### config.mk
export PLATFORM = sky130hd
export DESIGN_NAME = rowfix_gate
export DESIGN_NICKNAME = d
export VERILOG_FILES = /design/src/rtl/rowfix_pkg.sv /design/src/rtl/rowfix_keyseq.sv /design/src/rtl/rowfix_burst.sv /design/src/rtl/rowfix_gate.sv
export SDC_FILE = /design/constraint.sdc
export NUM_CORES = 1
export LEC_CHECK = 0
export ABC_AREA = 0
export ABC_CLOCK_PERIOD_IN_PS = 4400
export BUFFER_PORTS_ARGS = -buffer_cell sky130_fd_sc_hd__buf_2
export CAP_MARGIN = 20
export CORE_MARGIN = 5
export CORE_UTILIZATION = 51
export DETAILED_ROUTE_END_ITERATION = 10
export HOLD_SLACK_MARGIN = 0.15
export PLACE_DENSITY = 0.81
export SLEW_MARGIN = 20
export SYNTH_ARGS = -nofsm -noshare
export SYNTH_HDL_FRONTEND = slang
export SYNTH_HIERARCHICAL = 1
export SYNTH_SLANG_ARGS = --single-unit
export TNS_END_PERCENT = 5
### constraint.sdc
create_clock -name clk -period 4.4 [get_ports clk]
set_input_delay 0.22 -clock clk [delete_from_list [all_inputs] [get_ports clk]]
set_output_delay 0.22 -clock clk [all_outputs]
set_load 0.05 [all_outputs]
### src/rtl/rowfix_pkg.sv
`timescale 1ns/1ps
package rowfix_pkg;

  typedef enum logic [1:0] {
    RES_NONE   = 2'd0,
    RES_GRANT  = 2'd1,
    RES_RETAIN = 2'd2,
    RES_UNDEF  = 2'd3
  } res_code_e;

  typedef enum logic [1:0] {
    PH_ACT  = 2'd0,
    PH_WR   = 2'd1,
    PH_DATA = 2'd2,
    PH_HOLD = 2'd3
  } phase_e;

  localparam int KEY_COUNT = 4;
  localparam int KEY_W     = 5;
  localparam int KEY_LSB   = 7;
  localparam int FIX_W     = 7;

  // Unlock pattern carried on address bits [11:7], in the order it must arrive.
  function automatic logic [KEY_W-1:0] guard_key(input int idx);
    case (idx)
      0:       guard_key = 5'b11001;
      1:       guard_key = 5'b01111;
      2:       guard_key = 5'b10111;
      default: guard_key = 5'b00111;
    endcase
  endfunction

endpackage

### src/rtl/rowfix_keyseq.sv
`timescale 1ns/1ps
module rowfix_keyseq
  import rowfix_pkg::*;
#(
  parameter int KEYS = KEY_COUNT
) (
  input  logic                     clk,
  input  logic                     rst,
  input  logic                     clr,
  input  logic                     mrs,
  input  logic [1:0]               bg,
  input  logic [1:0]               ba,
  input  logic [KEY_LSB+KEY_W-1:0] low_addr,
  output logic                     armed
);

  localparam int IDX_W = (KEYS > 1) ? $clog2(KEYS) : 1;

  logic [IDX_W-1:0] idx;
  logic [KEYS-1:0]  key_hit;
  logic             reg0_sel;
  logic             fixed_ok;
  logic             step_ok;

  // One comparator per key position; the current index picks the one that counts.
  for (genvar k = 0; k < KEYS; k++) begin : g_key
    assign key_hit[k] = (low_addr[KEY_LSB+KEY_W-1:KEY_LSB] == guard_key(k));
  end

  assign reg0_sel = (bg == 2'b00) && (ba == 2'b00);
  assign fixed_ok = &low_addr[FIX_W-1:0];
  assign step_ok  = reg0_sel && fixed_ok && key_hit[idx];

  always_ff @(posedge clk) begin
    if (rst || clr) begin
      idx   <= '0;
      armed <= 1'b0;
    end else if (mrs && !armed) begin
      if (step_ok) begin
        if (idx == IDX_W'(KEYS-1)) begin
          armed <= 1'b1;
          idx   <= '0;
        end else begin
          idx <= idx + 1'b1;
        end
      end else begin
        idx <= '0;
      end
    end
  end

endmodule

### src/rtl/rowfix_burst.sv
`timescale 1ns/1ps
module rowfix_burst
  import rowfix_pkg::*;
#(
  parameter int DQ_W  = 8,
  parameter int BURST = 8,
  parameter int HEAD  = 4
) (
  input  logic            clk,
  input  logic            rst,
  input  logic            clr,
  input  logic            start,
  input  logic            beat_vld,
  input  logic [DQ_W-1:0] beat,
  output logic            res_valid,
  output logic            res_go,
  res_code_e              res_code
);

  localparam int CNT_W = (BURST > 1) ? $clog2(BURST) : 1;

  logic             busy;
  logic [CNT_W-1:0] cnt;
  logic             all_low;
  logic             head_high;
  logic             low_next;
  logic             head_next;
  logic             in_head;
  logic             last_beat;

  // Two running flags replace a stored copy of the burst.
  assign in_head   = (cnt < CNT_W'(HEAD));
  assign low_next  = all_low & ~(|beat);
  assign head_next = head_high & (~in_head | (&beat));
  assign last_beat = (cnt == CNT_W'(BURST-1));

  always_ff @(posedge clk) begin
    if (rst || clr) begin
      busy      <= 1'b0;
      cnt       <= '0;
      all_low   <= 1'b0;
      head_high <= 1'b0;
      res_valid <= 1'b0;
      res_go    <= 1'b0;
      res_code  <= RES_NONE;
    end else begin
      res_valid <= 1'b0;
      if (start) begin
        busy      <= 1'b1;
        cnt       <= '0;
        all_low   <= 1'b1;
        head_high <= 1'b1;
      end else if (busy && beat_vld) begin
        if (last_beat) begin
          busy      <= 1'b0;
          res_valid <= 1'b1;
          res_go    <= low_next;
          if (low_next)       res_code <= RES_GRANT;
          else if (head_next) res_code <= RES_RETAIN;
          else                res_code <= RES_UNDEF;
        end else begin
          cnt       <= cnt + 1'b1;
          all_low   <= low_next;
          head_high <= head_next;
        end
      end
    end
  end

endmodule

### src/rtl/rowfix_gate.sv
`timescale 1ns/1ps
module rowfix_gate
  import rowfix_pkg::*;
#(
  parameter int DQ_W       = 8,
  parameter int ADDR_W     = 18,
  parameter int BURST_LEN  = 8,
  parameter int HEAD_BEATS = 4
) (
  input  logic              clk,
  input  logic              rst,
  input  logic              repair_en,
  input  logic              cmd_mrs,
  input  logic              cmd_act,
  input  logic              cmd_wr,
  input  logic [1:0]        cmd_bg,
  input  logic [1:0]        cmd_ba,
  input  logic [ADDR_W-1:0] cmd_addr,
  input  logic              dq_vld,
  input  logic [DQ_W-1:0]   dq,
  output logic              armed,
  output logic              res_valid,
  output logic              res_go,
  output logic [1:0]        res_code,
  output logic [1:0]        tgt_bg,
  output logic [1:0]        tgt_ba,
  output logic [ADDR_W-1:0] tgt_row
);

  localparam int LOW_W = KEY_LSB + KEY_W;

  phase_e    phase;
  logic      clr;
  logic      bank_hit;
  logic      burst_start;
  res_code_e code_w;

  assign clr         = ~repair_en;
  assign bank_hit    = (cmd_bg == tgt_bg) && (cmd_ba == tgt_ba);
  assign burst_start = armed && (phase == PH_WR) && cmd_wr && bank_hit;

  rowfix_keyseq #(
    .KEYS (KEY_COUNT)
  ) keyseq_i (
    .clk      (clk),
    .rst      (rst),
    .clr      (clr),
    .mrs      (cmd_mrs),
    .bg       (cmd_bg),
    .ba       (cmd_ba),
    .low_addr (cmd_addr[LOW_W-1:0]),
    .armed    (armed)
  );

  rowfix_burst #(
    .DQ_W  (DQ_W),
    .BURST (BURST_LEN),
    .HEAD  (HEAD_BEATS)
  ) burst_i (
    .clk       (clk),
    .rst       (rst),
    .clr       (clr),
    .start     (burst_start),
    .beat_vld  (dq_vld),
    .beat      (dq),
    .res_valid (res_valid),
    .res_go    (res_go),
    .res_code  (code_w)
  );

  assign res_code = code_w;

  always_ff @(posedge clk) begin
    if (rst || clr) begin
      phase   <= PH_ACT;
      tgt_bg  <= '0;
      tgt_ba  <= '0;
      tgt_row <= '0;
    end else if (armed) begin
      case (phase)
        PH_ACT: if (cmd_act) begin
          tgt_bg  <= cmd_bg;
          tgt_ba  <= cmd_ba;
          tgt_row <= cmd_addr;
          phase   <= PH_WR;
        end
        PH_WR:   if (burst_start) phase <= PH_DATA;
        PH_DATA: if (res_valid)   phase <= PH_HOLD;
        default: phase <= PH_HOLD;
      endcase
    end
  end

endmodule

==> metrics <==
leakage=0.9354 nW; Die Area=4303 µm²; post-layout minimum cycle time=2.233 ns; remaining antenna violation count=0; Worst IR Drop VDD=174.2 µV; Vias/cell=5.158; CP bufs+invs=2; via count=1568; Layout Skew=0.009806 ns; drt drc=0; final net count=310; worst r2r src=tgt_bg[1]$_SDFFE_PP0P_; PwrDens=271.0 nW/µm²; TritonCTS Sinks=37; CTS tree=yes; Fin Hold WS=0.2018 ns; fin crit share=50.76%; GRT Total Usage=20.24%; Synth Warn #=6; Post-DP HPWL=2623 µm; Routed WL=3986 µm; worst hold start=rst; r2r setup slk=2.35 ns; first-pass GRT wire length=6637 µm; antenna violations before repair=0; Ports=64; IO Port Bufs=63; vias in the first global route=1548; status=completed; hold endpoint=keyseq_i/idx[0]$_SDFFE_PP0P_; Crit path max-delay family=simple AND/OR/NAND/NOR gates; max incr delay on CP=0.72 ns; Crit-path slowest cell=nor3_1; detailed-route wire length per cell=13.11 µm; routability cong.=0.8336; relative slew slack=33.14%; post-synthesis net count=225; # fillers=239; Final Cell Area=2175 µm²; Clock Pin Slew Worst Setup and Hold Paths=0.11 ns; TritonCTS buffer count=5; Gate Count Post-Synth=185; area of placed instances=1884 µm²; largest net degree at the start of global routing=25; CP startpoint=cmd_ba[1]; Pins Over Slew Limit=0; RSZ-0062 raised after global routing=false; root buffer cell=clkbuf_4; most used cell, CP=nor2_1; setup total negative slack=0 ns; Tightest Hold Check Type=input port to register; Worst Max-Slew Pin Slew=1.003 ns; Yosys cell types=36; initial DRC count=104; sequential-to-total area share from yosys stat=46.98%; # Post-CTS Setup Buffers=0; EDFF count, synth=0; Worst Setup End Kind=register; H-tree depth=2; Max-cap violations=0; ys flop type=dfxtp_1; reg2reg path depth=7; CP Launch Type=input port; core area=3003 µm²; commonest non-fill, non-tap cell in the layout=buf_2; Congestion Overflow GR=0; final hold vios=0; clk_lat worst skew=0.34 ns; async set-reset flop share out of synthesis=0%; Layout area overhead=37.94%; Post-Layout Cell Count=304; maximum clock insertion buffer count=2; arrival time at the worst endpoint=2.48 ns; CP max FO=9; Inserted Diodes=0; crit-path cells=dlygate4sd3_1 -> buf_2 -> xnor2_1 -> nand3_1 -> nor3_1 -> and4b_1 -> nor2_1 -> nor2_1 -> o21a_1; row count=20; hold path depth=4; Synth Cell Area=1577 µm²; CP Class=input port to register; final core occ=72.42%; synthesis-stage register bit count=37; commonest cells after routing, fill and taps aside=buf_2 (63), nand2_1 (50), dfxtp_1 (37); setup violators final=0; drt pass-1 iters=4; r2r endpoint=burst_i/res_code[0]$_SDFFE_PP0P_; syn avg cell area=8.522 µm²; CP required=4.65 ns; Cells after DPL=274; Chip Width=65.60 µm; Initial Util=52.50%; Die Span Y=65.60 µm; Fmax=0.4478 GHz; layout cells sized above 1=29.89%
[layer usage]
| metal | vias up | GRT usage, % | routed length (µm) |
|---|---|---|---|
| met4 | 0 | 10.88 | 110 |
| met1 | 703 | 21.55 | 1697 |
| met2 | 45 | 34.51 | 1919 |
| met3 | 11 | 7.521 | 258 |
| li1 | 809 | - | - |
| met5 | - | 0 | 0 |
[timing repair]
item,4_1_cts,5_1_grt
hold endpoints to repair,22,0
endpoints found under the setup margin,0,0
hold buffers,22,0
resized for setup,0,0
[how the worst max path moves through the flow]
| stage | end | slack (ns) | cells after the start |
|---|---|---|---|
| after global placement | burst_i/res_code[0]$_SDFFE_PP0P_ | 2.51 | 8 |
| after CTS | burst_i/res_code[0]$_SDFFE_PP0P_ | 2.24 | 9 |
| after global routing | burst_i/res_code[0]$_SDFFE_PP0P_ | 2.05 | 9 |
| final | burst_i/res_code[0]$_SDFFE_PP0P_ | 2.17 | 9 |
| after detailed placement | burst_i/res_code[0]$_SDFFE_PP0P_ | 2.41 | 8 |
| after floorplan | burst_i/res_code[0]$_SDFFE_PP0P_ | 2.31 | 7 |
[cell type report]
class	count	area, µm²	area share [%]
flip-flops and latches	37	740.7	34.06
well taps	33	41.29	1.899
multi-input cells	138	775.7	35.67
clock inverters	1	5.005	0.2301
clock buffers	7	65.06	2.992
inverters	3	11.26	0.5178
repair buffers	85	535.5	24.63
[cells by family after synthesis]
family / after synthesis / synth area share [%]
and+or+nand+nor: 89 / 27.46
DFF: 37 / 46.98
AOI/OAI and AO/OA: 36 / 13.49
buffers and inverters: 10 / 3.809
xor gates and xnor gates: 7 / 3.889
muxes: 3 / 1.984
adders and majority gates: 3 / 2.381
[power by group]
| part | internal (mW) | total, mW | switching [mW] | leakage (nW) |
|---|---|---|---|---|
| registers | 0.335 | 0.335 | 0.0000000777 | 0.298 |
| clock network | 0.0926 | 0.205 | 0.112 | 0.0413 |
| logic | 0.0288 | 0.0500 | 0.0212 | 0.596 |
| total | 0.456 | 0.589 | 0.133 | 0.935 |
[synthesized netlist by cell type (2+ instances only)]
cell type	number	share of area (%)
nor4_1	2	0.79
and4b_1	2	1.3
nand4b_1	2	1.1
a21oi_2	3	1.7
dfxtp_1	37	47
buf_4	2	0.95
clkbuf_1	3	0.71
nand3_1	2	0.63
nor2_1	10	2.4
nand2_1	50	12
nand4_1	4	1.6
xor2_1	3	1.7
xnor2_1	4	2.2
inv_1	3	0.71
nor3_1	7	2.2
ha_1	3	2.4
mux2i_1	2	1.3
a21oi_1	25	7.9
buf_6	2	1.4
o21ai_0	3	0.95
[through the flow]
stage               power, mW  setup slack [ns]
global route           0.6120             2.047
CTS                    0.5920             2.241
detailed placement     0.3760             2.410
global placement       0.3756             2.508
finish                 0.5893             2.167
floorplan              0.3538             2.313
[registers in the layout, indices dropped and copies added (netlist names)]
name	count
tgt_row	18
burst_i/res_code	2
phase	2
tgt_ba	2
keyseq_i/idx	2
burst_i/cnt	3
burst_i/res_valid	1
burst_i/busy	1
burst_i/all_low	1
tgt_bg	2
keyseq_i/armed	1
burst_i/head_high	1
burst_i/res_go	1
[worst min-delay path: stages]
cell and delay (ns):
buf_2 0.10, nor3_1 0.06, nand2_1 0.06, o31ai_1 0.06
No activity file was read; power rests on OpenSTA's default activity.
